$ cat config.mk
export PLATFORM = sky130hd
export DESIGN_NAME = bus_trace_display
export DESIGN_NICKNAME = d
export VERILOG_FILES = /design/src/rtl/bus_trace_pkg.sv /design/src/rtl/bus_trace_ctrl.sv /design/src/rtl/bus_trace_flash.sv /design/src/rtl/bus_trace_datapath.sv /design/src/rtl/bus_trace_display.sv
export SDC_FILE = /design/constraint.sdc
export NUM_CORES = 1
export LEC_CHECK = 0
export BUFFER_PORTS_ARGS = -buffer_cell sky130_fd_sc_hd__buf_4
export CAP_MARGIN = 20
export CELL_PAD_IN_SITES_DETAIL_PLACEMENT = 2
export CELL_PAD_IN_SITES_GLOBAL_PLACEMENT = 2
export CORE_AREA = 2 2 138 140
export DETAILED_ROUTE_END_ITERATION = 10
export DIE_AREA = 0 0 140 142
export PLACE_DENSITY_LB_ADDON = 0.12
export SLEW_MARGIN = 20
export SYNTH_ARGS = -nofsm -noshare
export SYNTH_HDL_FRONTEND = slang
export SYNTH_HIERARCHICAL = 1
export SYNTH_SLANG_ARGS = --single-unit
$ cat constraint.sdc
create_clock -name clk -period 1.7 [get_ports clk]
set_input_delay 0.34 -clock clk [delete_from_list [all_inputs] [get_ports clk]]
set_output_delay 0.34 -clock clk [all_outputs]
set_load 0.03 [all_outputs]
$ cat src/rtl/bus_trace_pkg.sv
package bus_trace_pkg;
  // Strobes the control half hands to the capture registers each clock.
  typedef struct packed {
    logic headCapture;  // address strobe just went active
    logic tailCapture;  // termination just arrived with a data strobe
    logic tailIsBerr;   // that termination was a bus error
  } traceStrobe_t;
endpackage

$ cat src/rtl/bus_trace_ctrl.sv
module bus_trace_ctrl
  import bus_trace_pkg::*;
(
  input  logic         clk,
  input  logic         busAs,
  input  logic         busDs,
  input  logic         busDtack,
  input  logic         busBerr,
  output traceStrobe_t strobe
);
  logic asPrev;
  logic termPrev;
  logic termNow;

  assign termNow = busDtack | busBerr;

  // Edge history follows the lines through reset so that the first
  // post-reset edge is judged against the true prior level.
  always_ff @(posedge clk) begin
    asPrev   <= busAs;
    termPrev <= termNow;
  end

  always_comb begin
    strobe.headCapture = busAs & ~asPrev;
    strobe.tailCapture = termNow & ~termPrev & busDs;
    strobe.tailIsBerr  = busBerr;
  end
endmodule

$ cat src/rtl/bus_trace_flash.sv
module bus_trace_flash #(
  parameter int HOLD_CYCLES = 16
) (
  input  logic clk,
  input  logic rst,
  input  logic trigger,
  output logic lit
);
  localparam int CNT_W = $clog2(HOLD_CYCLES + 1);

  logic [CNT_W-1:0] remain;

  always_ff @(posedge clk) begin
    if (rst)                 remain <= '0;
    else if (trigger)        remain <= CNT_W'(HOLD_CYCLES);
    else if (remain != '0)   remain <= remain - 1'b1;
  end

  assign lit = (remain != '0);
endmodule

$ cat src/rtl/bus_trace_datapath.sv
module bus_trace_datapath
  import bus_trace_pkg::*;
#(
  parameter int ADDR_W = 32,
  parameter int DATA_W = 32,
  parameter int AM_W   = 6
) (
  input  logic              clk,
  input  logic              rst,
  input  traceStrobe_t      strobe,
  input  logic [ADDR_W-1:0] busAddr,
  input  logic [DATA_W-1:0] busData,
  input  logic [AM_W-1:0]   busAm,
  input  logic              busIack,
  input  logic              busWrite,
  input  logic              busLword,
  output logic [ADDR_W-1:0] capAddr,
  output logic [AM_W-1:0]   capAm,
  output logic              capIack,
  output logic              capWrite,
  output logic              capLword,
  output logic [DATA_W-1:0] capData,
  output logic              termDtack,
  output logic              termBerr
);
  always_ff @(posedge clk) begin
    if (rst) begin
      capAddr  <= '0;
      capAm    <= '0;
      capIack  <= 1'b0;
      capWrite <= 1'b0;
      capLword <= 1'b0;
    end else if (strobe.headCapture) begin
      capAddr  <= busAddr;
      capAm    <= busAm;
      capIack  <= busIack;
      capWrite <= busWrite;
      capLword <= busLword;
    end
  end

  always_ff @(posedge clk) begin
    if (rst) begin
      capData   <= '0;
      termDtack <= 1'b0;
      termBerr  <= 1'b0;
    end else if (strobe.tailCapture) begin
      // A termination in the same clock as a new address strobe wins.
      capData   <= busData;
      termDtack <= ~strobe.tailIsBerr;
      termBerr  <= strobe.tailIsBerr;
    end else if (strobe.headCapture) begin
      termDtack <= 1'b0;
      termBerr  <= 1'b0;
    end
  end
endmodule

$ cat src/rtl/bus_trace_display.sv
module bus_trace_display
  import bus_trace_pkg::*;
#(
  parameter int ADDR_W     = 32,
  parameter int DATA_W     = 32,
  parameter int AM_W       = 6,
  parameter int BR_LINES   = 4,
  parameter int FLASH_HOLD = 16,
  localparam int HALF_W    = DATA_W / 2,
  localparam int LED_W     = ADDR_W + DATA_W + AM_W + 7
) (
  input  logic                clk,
  input  logic                rst,
  input  logic [ADDR_W-1:0]   busAddr,
  input  logic [DATA_W-1:0]   busData,
  input  logic [AM_W-1:0]     busAm,
  input  logic                busAs,
  input  logic                busDs,
  input  logic                busDtack,
  input  logic                busBerr,
  input  logic [BR_LINES-1:0] busBr,
  input  logic                busSysres,
  input  logic                busIack,
  input  logic                busWrite,
  input  logic                busLword,
  output logic [ADDR_W-1:0]   capAddr,
  output logic [AM_W-1:0]     capAm,
  output logic                capIack,
  output logic                capWrite,
  output logic                capLword,
  output logic [DATA_W-1:0]   capData,
  output logic                termDtack,
  output logic                termBerr,
  output logic                brqLed,
  output logic                sresLed,
  output logic [HALF_W-1:0]   dataHi,
  output logic [HALF_W-1:0]   dataLo,
  output logic [LED_W-1:0]    ledDrive
);
  localparam int FLASH_N = 2;

  traceStrobe_t        strobe;
  logic [FLASH_N-1:0]  flashSrc;
  logic [FLASH_N-1:0]  flashLit;

  bus_trace_ctrl u_ctrl (
    .clk(clk), .busAs(busAs), .busDs(busDs),
    .busDtack(busDtack), .busBerr(busBerr), .strobe(strobe)
  );

  bus_trace_datapath #(.ADDR_W(ADDR_W), .DATA_W(DATA_W), .AM_W(AM_W)) u_datapath (
    .clk(clk), .rst(rst), .strobe(strobe),
    .busAddr(busAddr), .busData(busData), .busAm(busAm),
    .busIack(busIack), .busWrite(busWrite), .busLword(busLword),
    .capAddr(capAddr), .capAm(capAm), .capIack(capIack),
    .capWrite(capWrite), .capLword(capLword), .capData(capData),
    .termDtack(termDtack), .termBerr(termBerr)
  );

  assign flashSrc = {busSysres, |busBr};

  for (genvar i = 0; i < FLASH_N; i++) begin : g_flash
    bus_trace_flash #(.HOLD_CYCLES(FLASH_HOLD)) u_flash (
      .clk(clk), .rst(rst), .trigger(flashSrc[i]), .lit(flashLit[i])
    );
  end

  assign brqLed  = flashLit[0];
  assign sresLed = flashLit[1];

  assign dataHi = capData[DATA_W-1:HALF_W];
  assign dataLo = capData[HALF_W-1:0];

  assign ledDrive = {capAddr, capData, capAm, capIack, capWrite, capLword,
                     termDtack, termBerr, brqLed, sresLed};
endmodule

# Yosys cells after proc, flatten, opt, wreduce, memory -nomap -nowiden
# Index checks and enable logic that the tools add are counted.
[word_totals]
register_bits = 87
word_cells = 38
input_bits = 84
out_inout_bits = 186
[op_classes]
add_sub_neg = 2
mux = 7
n_reduce_logical = 8
n_bitwise = 7
[ops]
columns = ["cell", "n"]
rows = [
  ["$mux W5", 4],
  ["$reduce_bool A5 Y1", 2],
  ["$sub A5 B1 Y5 const B", 2],
  ["$reduce_bool A2 Y1", 3],
  ["$reduce_or A5 Y1", 1],
  ["$reduce_or A4 Y1", 1],
  ["$and A1 B1 Y1", 3],
  ["$mux W1", 3],
  ["$not A1 Y1", 3],
  ["$reduce_or A2 Y1", 1],
  ["$or A1 B1 Y1", 1],
]

# Logic depth before layout (Yosys ltp)
# Gate-level depths: netlist of the first run.
[logic_depth]
word_depth = 4
mapped_depth = 6

# Modules after synthesis
# The synthesis of the first run kept the hierarchy.
[by_module_without_submodules]
columns = ["mod", "area_per_inst_um2", "n_inst", "seq_area_each_um2", "cells_per_inst"]
rows = [
  ["bus_trace_datapath", 2647.5, 1, 1501.4, 244],
  ["bus_trace_display", 825.8, 1, 0.0, 110],
  ["bus_trace_flash", 222.7, 2, 100.1, 24],
  ["bus_trace_ctrl", 68.8, 1, 40.0, 6],
]

# Worst setup path before layout of the first run
# OpenSTA, ideal clock, no wires.
[synth_path]
path_kind = "register to output"
startpoint = "register g_flash[1].u_flash.remain[0]"
endpoint = "output ledDrive[0]"
path_slack_ps = -39
n_path_buf = 2
arrival_ps = 1399
path_stages_with_launch = 6
required_time_ps = 1360
path_cell_list = "dfxtp_1 -> inv_1 -> ha_1 -> or4b_1 -> clkbuf_2 -> buf_4"
[synth_via]
elab_chain_len = 1
[synth_lines]
columns = ["element", "line", "source"]
rows = [
  ["start, declared", "bus_trace_flash.sv:11", "logic [CNT_W-1:0] remain;"],
  ["start signal, assigned", "bus_trace_flash.sv:15", "else if (trigger) remain <= CNT_W'(HOLD_CYCLES);"],
  ["start signal, assigned", "bus_trace_flash.sv:16", "else if (remain != '0) remain <= remain - 1'b1;"],
  ["$reduce_bool A5 Y1", "bus_trace_flash.sv:19", "assign lit = (remain != '0);"],
  ["end, declared", "bus_trace_display.sv:38", "output logic [LED_W-1:0] ledDrive"],
]
# No other way between the ends.

# Final worst setup path of the first run
[layout_path]
startpoint = "register g_flash[1].u_flash.remain[1]"
endpoint = "output ledDrive[0]"
# The elaborated chain is that of the path after synthesis.

==> impl_metrics.json, run 1 <==
{
  "clock_sinks": 87,
  "period_share": 1.09,
  "grt_pass1_wl_um": 18700,
  "powerDensity_mw_per_mm2": 921,
  "ant_nets": 0,
  "critPathRequiredTime_ns": 1.36,
  "hold_violations": 0,
  "setup_viol": 5,
  "portBuffers": 269,
  "worst_pin_slew_ns": 0.282,
  "start_util": 0.216,
  "cts_tree": "yes",
  "grt_max_degree": 38,
  "grt_usage": 0.119,
  "coreArea_mm2": 0.0185,
  "insertedDiodeCount": 0,
  "drv_slew": 0,
  "r2r_cells": 6,
  "htreeDepth": 3,
  "swShare": 0.286,
  "synth.avg_cell_area_um2": 9.77,
  "firstDrtPassIters": 8,
  "drtIter0Drc": 111,
  "max_slew_margin": 0.812,
  "cts_root_buffer": "clkbuf_16",
  "drc": 20,
  "hpwlAfterDp_um": 9440,
  "ys_warn_count": 6,
  "clk_latency_ns": 0.34,
  "drv_cap": 0,
  "grt_overflow_total": 0,
  "synth_edf_count": 0,
  "crit_path_start_kind": "register",
  "switchingPower_uw": 1550,
  "min_path_cells": 1,
  "drive_above_1_share": 0.545,
  "rows": 50,
  "min-delay-path-class": "input pin to register",
  "p_leak_uw": 0.00281,
  "syn-cell-area_mm2": 0.00399,
  "failed_checks": "design-rule violations, negative setup slack",
  "die_w_um": 140,
  "endpoint": "ledDrive[0]",
  "syn_nets": 494,
  "clk_pin_slew_worst_paths_ns": 0.06,
  "holdBufCountCts": 0,
  "viasPerCell": 4.03,
  "crit_arrival_ns": 1.51,
  "regToRegStartpoint": "g_flash[1].u_flash/remain[1]",
  "setup_ws_ns": -0.154,
  "max_freq_mhz": 539,
  "path_max_fanout": 3,
  "async_reset_ff_frac": 0,
  "path_cells": "inv_2 -> ha_4 -> or4b_4 -> buf_6",
  "clockPowerShare": 0.359,
  "synth_cell_types": 24,
  "first_global_vias": 3407,
  "num_io_pins": 270,
  "fin_nets": 663,
  "p_comb_frac": 0.233,
  "cp-startpoint": "g_flash[1].u_flash/remain[1]",
  "totalWireLength_um": 12300,
  "p_int_uw": 3880,
  "clock_skew_ns": 0.00465,
  "dieHeight_um": 142,
  "ys.flop_type": "dfxtp_1",
  "seq_power_share": 0.408,
  "power_uw": 5440,
  "vias": 3281,
  "endpoint_kind": "primary output",
  "synth_seq_area_share": 0.437,
  "ys_seq_elements": 87,
  "critPathKind": "register to primary output",
  "vdd_drop_max_mv": 0.451,
  "gp_congestion": 0.648,
  "rsz0062_at_grt": "true",
  "fillers": 2035,
  "tns_ns": -0.637,
  "dieArea_mm2": 0.0199,
  "avgRoutedWirePerCell_um": 15.1,
  "clock_path_buffers": 2,
  "netlist_instances": 408,
  "outcome": "finished, violations left",
  "areaGrowthSynthToFinish_pct": 47.9,
  "cp_slowest_cell": "or4b_4",
  "cts_buffers": 9,
  "reg2reg_to": "g_flash[1].u_flash/remain[1]",
  "antenna_found_initial": 0,
  "finalCriticalPeriod_ns": 1.85,
  "reg2reg_slack_ns": -0.03,
  "slowest_delay_ns": 0.50
}
[cell usage after synthesis, types with 2 or more instances]
cell type / number / area, µm²
a2111oi_2: 2 / 30.0
a21oi_1: 4 / 20.0
buf_1: 4 / 15.0
buf_2: 2 / 10.0
buf_4: 118 / 886
clkbuf_1: 2 / 7.51
clkbuf_2: 2 / 10.0
dfxtp_1: 87 / 1740
ha_1: 2 / 25.0
inv_1: 4 / 15.0
mux2i_1: 73 / 731
nand2_1: 3 / 11.3
nor2_1: 83 / 312
nor3_1: 4 / 20.0
or3b_1: 2 / 17.5
or3b_2: 2 / 17.5
or4b_1: 2 / 20.0
xnor2_1: 6 / 52.6
[state kept, by name (all words and copies together) (netlist names)]
name	flops
u_datapath/capLword	1
u_datapath/capIack	1
u_ctrl/termPrev	1
u_datapath/termBerr	1
u_datapath/capAm	6
u_ctrl/asPrev	1
u_datapath/capAddr	32
u_datapath/capWrite	1
u_datapath/termDtack	1
g_flash.u_flash/remain	10
u_datapath/capData	32
[how the worst min path moves through the flow]
stage | start | endpoint | slack, ns
finish | busAs | u_ctrl/asPrev | 0.12
global route | busAs | u_ctrl/asPrev | 0.1
CTS | busAs | u_ctrl/asPrev | 0.1
detailed placement | busAs | u_ctrl/asPrev | 0.46
global placement | busAs | u_ctrl/asPrev | 0.46
floorplan | busAs | u_ctrl/asPrev | 0.37
[power by group through the flow]
stage          Sequential [µW]  Clock (µW)  Combinational [µW]
3_5_place_dp              2260           0                1180
5_1_grt                   2230        2140                1350
3_3_place_gp              2260           0                1160
4_1_cts                   2220        2060                1250
6_report                  2220        1950                1270
2_1_floorplan             2380           0                 669
[layout by cell type (no fill, tap or decap), drive strengths merged, types with 2 or more instances in the layout]
master and count:
inv 4, or3b 4, dfxtp 87, ha 2, a21oi 4, xnor2 6
nor3 4, mux2i 73, nand2 3, buf 287, clkbuf 13, or4b 2
a2111oi 2, nor2 83
[critical path, delay by kind of cell (launching register included)]
family / cells / cell delay [ns]
and+or+nand+nor: 1 / 0.50
DFF: 1 / 0.32
buffers and inverters: 2 / 0.24
adders and majority gates: 1 / 0.13
[through the flow]
stage          utilization  cells  worst slack, ns  area (µm²)  hold slack [ns]
5_1_grt              0.320    814           -0.198        5900           0.0995
3_5_place_dp         0.298    792           0.0147        5490            0.459
2_1_floorplan            -    408           0.0133        3990            0.368
4_1_cts              0.318    812           -0.175        5870           0.0956
3_3_place_gp         0.298    792           0.0523        5490            0.456
6_report             0.320    814           -0.154        5900            0.118
[logic make-up (layout without fill, tap and decap cells)]
family | Yosys count | count (layout) | share of synthesized area
AND/OR/NAND/NOR | 101 | 101 | 0.109
adder cells (fa/ha/maj) | 2 | 2 | 0.00627
buffers and inverters | 133 | 305 | 0.239
flip-flops | 87 | 87 | 0.437
AO/OA/AOI/OAI | 6 | 6 | 0.0126
multiplexers | 73 | 73 | 0.183
XOR/XNOR | 6 | 6 | 0.0132
[routing by layer]
metal	up-vias	routed length (µm)	track usage
li1	1536	-	-
met1	1574	4850	0.137
met2	160	6130	0.208
met3	11	1150	0.0394
met4	0	165	0.0441
met5	-	0	0
[cell type report]
| type | count | area (µm²) | area share |
|---|---|---|---|
| clock inverters | 1 | 30.0 | 0.00509 |
| inverters | 4 | 15.0 | 0.00255 |
| well taps | 234 | 293 | 0.0496 |
| repair buffers | 287 | 2220 | 0.376 |
| multi-input cells | 188 | 1350 | 0.228 |
| clock buffers | 13 | 250 | 0.0424 |
| flip-flops and latches | 87 | 1750 | 0.296 |
[repair_timing]
| item | CTS | global route |
|---|---|---|
| gates resized for setup | 18 | 1 |
| hold endpoints to repair | 0 | 0 |
| setup endpoints to repair | 4 | 5 |
| pin swaps | 2 | 0 |
| setup buffers | 6 | 2 |
No activity file was read; power rests on OpenSTA's default activity.
==> run 2, diff against run 1 <==
--- a/config.mk
+++ b/config.mk
@@ -12,7 +12,7 @@
 export CORE_AREA = 2 2 138 140
 export DETAILED_ROUTE_END_ITERATION = 10
 export DIE_AREA = 0 0 140 142
-export PLACE_DENSITY_LB_ADDON = 0.12
+export PLACE_DENSITY = 0.77
 export SLEW_MARGIN = 20
 export SYNTH_ARGS = -nofsm -noshare
 export SYNTH_HDL_FRONTEND = slang
==> impl_metrics.json, run 2 (synthesized netlist as in run 1, its figures left out) <==
{
  "drv_slew": 0,
  "final_cells": 814,
  "fin_nets": 661,
  "crit_path_start_kind": "register",
  "grt_max_degree": 47,
  "vdd_drop_max_mv": 0.481,
  "path_max_fanout": 3,
  "failed_checks": "design-rule violations, negative setup slack",
  "die_w_um": 140,
  "totalWireLength_um": 12300,
  "grt_pass1_wl_um": 18600,
  "holdBufCountCts": 0,
  "path_cells": "inv_2 -> ha_4 -> or4b_4 -> buf_6",
  "placedCellCount": 791,
  "final_cell_mix": "buf_4, nor2_1, dfxtp_1",
  "gp_congestion": 0.730,
  "firstDrtPassIters": 9,
  "critPathKind": "register to primary output",
  "cp.buffers_inverters": 2,
  "min-delay-path-class": "input pin to register",
  "start_util": 0.216,
  "max_freq_mhz": 537,
  "antenna_found_initial": 0,
  "outcome": "finished, violations left",
  "setup_viol": 4,
  "ant_nets": 0,
  "hold_violations": 0,
  "num_io_pins": 270,
  "mostFrequentLayoutCell": "buf_4",
  "drtIter0Drc": 85,
  "avgRoutedWirePerCell_um": 15.2,
  "crit_family": "simple AND/OR/NAND/NOR gates",
  "period_share": 1.10,
  "insertedDiodeCount": 0,
  "largestRegisters": "u_datapath/capAddr: 32 flops, u_datapath/capData: 32 flops, g_flash.u_flash/remain: 10 flops",
  "clk_pin_slew_worst_paths_ns": 0.06,
  "rsz0062_at_grt": "true",
  "cts_tree": "yes",
  "htreeDepth": 3,
  "vias": 3269,
  "endpoint_kind": "primary output",
  "dp_slack_ns": -0.0440,
  "powerDensity_mw_per_mm2": 993,
  "areaGrowthSynthToFinish_pct": 49.5,
  "grt_overflow_total": 0,
  "hpwlAfterDp_um": 9630,
  "drv_cap": 0,
  "whs_ns": 0.122,
  "coreArea_mm2": 0.0185,
  "grt_usage": 0.118,
  "crit_arrival_ns": 1.52,
  "dieHeight_um": 142,
  "cts_buffers": 9,
  "clock_skew_ns": 0.0112,
  "first_global_vias": 3483,
  "drc": 23,
  "portBuffers": 269,
  "cts_root_buffer": "clkbuf_16",
  "max_slew_margin": 0.822,
  "setup_ws_ns": -0.164,
  "finalCriticalPeriod_ns": 1.86,
  "drive_above_1_share": 0.548,
  "critPathRequiredTime_ns": 1.36,
  "cp_slowest_cell": "or4b_4",
  "clk_latency_ns": 0.34,
  "dieArea_mm2": 0.0199,
  "p_leak_uw": 0.00284,
  "tns_ns": -0.642,
  "slowest_delay_ns": 0.50,
  "rows": 50,
  "final_util": 0.323,
  "clock_sinks": 87,
  "viasPerCell": 4.02,
  "clock_path_buffers": 2,
  "worst_pin_slew_ns": 0.267
}
run 2: cell count changes in the layout (fill, tap and decap cells not counted):
cell,change
bufinv_16,+3
buf_4,-2
clkbuf_1,-2
a2111oi_2,+1
a2111oi_4,-1
clkinv_4,+1
run 2: final timing paths:
check        slack, ns                      endpoint  depth (start not counted)                          from
max              -0.16                   ledDrive[0]                          4  g_flash[1].u_flash/remain[0]
min               0.12                 u_ctrl/asPrev                          1                         busAs
max reg2reg       0.01  g_flash[1].u_flash/remain[0]                          7  g_flash[1].u_flash/remain[0]
min reg2reg       0.52  g_flash[1].u_flash/remain[4]                          2  g_flash[1].u_flash/remain[4]
run 2: power by group:
part	internal [µW]	total, µW	switching [µW]
Sequential	2130	2220	86.6
Clock	1630	2450	820
Combinational	565	1250	685
Total	4330	5920	1590
run 2: area by class of cell:
type                            instances  area [µm²]
Tap cell                              234         293
Sequential cell                        87        1750
Fill cell                            2049       12500
Timing Repair Buffer                  285        2200
Inverter                                4        15.0
Clock buffer                           11         243
Clock inverter                          5         129
Multi-Input combinational cell        188        1330
run 2: repair_timing:
item                       4_1_cts  5_1_grt
setup buffers                    6        1
pin swaps                        2        1
gates resized for setup         18        0
setup endpoints to repair        5        6
run 2: metrics by stage:
| stage | area, µm² | total power (µW) |
|---|---|---|
| after floorplan | 3990 | 3050 |
| after global placement | 5490 | 3410 |
| after detailed placement | 5490 | 3450 |
| after CTS | 5960 | 6040 |
| after global routing | 5960 | 6210 |
| final | 5960 | 5920 |
run 2: routing by layer:
| layer | up-vias | GRT usage | share of wire |
|---|---|---|---|
| met2 | 155 | 0.234 | 0.56 |
| met3 | 8 | 0.0373 | 0.071 |
| met1 | 1569 | 0.120 | 0.37 |
| li1 | 1537 | - | - |
| met4 | 0 | 0.0292 | 0.0065 |
| met5 | - | 0 | 0 |
==> run 3, diff against run 2 <==
--- a/config.mk
+++ b/config.mk
@@ -12,6 +12,7 @@
 export CORE_AREA = 2 2 138 140
 export DETAILED_ROUTE_END_ITERATION = 10
 export DIE_AREA = 0 0 140 142
+export GPL_TIMING_DRIVEN = 0
 export PLACE_DENSITY = 0.77
 export SLEW_MARGIN = 20
 export SYNTH_ARGS = -nofsm -noshare
==> impl_metrics.json, run 3 (synthesized netlist as in run 1, its figures left out) <==
{
  "areaGrowthSynthToFinish_pct": 69.2,
  "rows": 50,
  "cts_buffers": 9,
  "drive_above_1_share": 0.615,
  "min-delay-path-class": "input pin to register",
  "viasPerCell": 4.01,
  "endpoint_kind": "primary output",
  "grt_max_degree": 16,
  "coreArea_mm2": 0.0185,
  "crit_arrival_ns": 1.63,
  "dieHeight_um": 142,
  "final_cell_mix": "buf_4, nor2_1, dfxtp_1",
  "clk_latency_ns": 0.34,
  "insertedDiodeCount": 0,
  "crit_path_start_kind": "register",
  "start_util": 0.216,
  "drtIter0Drc": 102,
  "fillers": 2068,
  "critPathKind": "register to primary output",
  "num_io_pins": 270,
  "r2r_cells": 6,
  "finalCriticalPeriod_ns": 1.97,
  "placed_cell_area_mm2": 0.00630,
  "firstDrtPassIters": 7,
  "die_w_um": 140,
  "critPathRequiredTime_ns": 1.36,
  "design_area_mm2": 0.00675,
  "cts_tree": "yes",
  "mostFrequentLayoutCell": "buf_4",
  "cp_slowest_cell": "or4b_4",
  "placedCellCount": 911,
  "largestRegisters": "u_datapath/capAddr: 32 flops, u_datapath/capData: 32 flops, g_flash.u_flash/remain: 10 flops",
  "vdd_drop_max_mv": 0.441,
  "final_cells": 936,
  "holdBufCountCts": 0,
  "min-delay-start": "busAs",
  "first_global_vias": 4065,
  "drv_slew": 0,
  "reg2reg_slack_ns": -0.01,
  "gp_congestion": 0.784,
  "failed_checks": "design-rule violations, negative setup slack",
  "grt_overflow_total": 0,
  "min_delay_worst_endpoint": "u_ctrl/asPrev",
  "hpwlAfterDp_um": 11400,
  "cp_common_cell": "buf_6",
  "slowest_delay_ns": 0.51,
  "max_freq_mhz": 508,
  "hold_violations": 0,
  "reg2reg_to": "g_flash[1].u_flash/remain[1]",
  "avgRoutedWirePerCell_um": 15.3,
  "vias": 3754,
  "min_path_cells": 1,
  "path_max_fanout": 3,
  "clock_skew_ns": 0.00829,
  "portBuffers": 269,
  "power_uw": 5550,
  "grt_pass1_wl_um": 21800,
  "period_share": 1.16,
  "rsz0062_at_grt": "true",
  "fin_nets": 783,
  "clock_path_buffers": 2,
  "worst_pin_slew_ns": 0.482,
  "regToRegStartpoint": "g_flash[1].u_flash/remain[1]",
  "tns_ns": -0.890,
  "htreeDepth": 3,
  "clk_pin_slew_worst_paths_ns": 0.06,
  "crit_family": "simple AND/OR/NAND/NOR gates",
  "drv_cap": 0,
  "p_leak_uw": 0.00341,
  "totalWireLength_um": 14300,
  "path_cells": "inv_2 -> ha_4 -> or4b_4 -> buf_6 -> buf_6",
  "powerDensity_mw_per_mm2": 822,
  "outcome": "finished, violations left",
  "grt_usage": 0.139,
  "clock_sinks": 87,
  "dieArea_mm2": 0.0199,
  "drc": 23,
  "ant_nets": 0,
  "setup_ws_ns": -0.269,
  "cts_root_buffer": "clkbuf_16",
  "max_slew_margin": 0.678,
  "final_util": 0.365,
  "antenna_found_initial": 0,
  "setup_viol": 5,
  "cp.buffers_inverters": 3
}
[run 3: how the worst max path moves through the flow]
stage | to | startpoint | slack (ns) | cells after the start
after floorplan | ledDrive[0] | g_flash[1].u_flash/remain[0] | 0.01 | 5
after CTS | ledDrive[1] | g_flash[0].u_flash/remain[1] | -0.36 | 6
after detailed placement | ledDrive[0] | g_flash[1].u_flash/remain[0] | -0.15 | 6
final | ledDrive[0] | g_flash[1].u_flash/remain[1] | -0.27 | 5
after global routing | ledDrive[1] | g_flash[0].u_flash/remain[1] | -0.33 | 5
after global placement | ledDrive[0] | g_flash[1].u_flash/remain[0] | -0.09 | 6
[run 3: area by class of cell]
type / count / area (µm²) / share of cell area
Buffer: 127 / 937 / 0.139
Clock buffer: 11 / 243 / 0.0360
Clock inverter: 5 / 41.3 / 0.00612
Timing Repair Buffer: 280 / 2120 / 0.314
Multi-Input combinational cell: 188 / 1350 / 0.200
Inverter: 4 / 15.0 / 0.00223
Tap cell: 234 / 293 / 0.0434
Sequential cell: 87 / 1750 / 0.259
[run 3: power by group]
part           internal [µW]  switching [µW]
registers               2130            87.4
clock network           1040             842
logic                    699             742
[run 3: through the flow]
stage / hold WS (ns) / worst slack (ns)
after floorplan: 0.368 / 0.0133
after global placement: 0.452 / -0.0879
after detailed placement: 0.458 / -0.153
after CTS: 0.0996 / -0.358
after global routing: 0.0986 / -0.326
final: 0.117 / -0.269
[run 3: what timing repair did]
action,in CTS,in global routing
setup buffers,8,3
cloned,0,0
resized for setup,24,1
pin swaps,2,0
setup endpoints to repair,5,7
[run 3: layer usage]
layer	up-vias	part of all wire	global-route usage
li1	1790	-	-
met1	1801	0.37	0.151
met2	152	0.55	0.270
met3	11	0.064	0.0323
met4	0	0.012	0.0393
met5	-	0	0
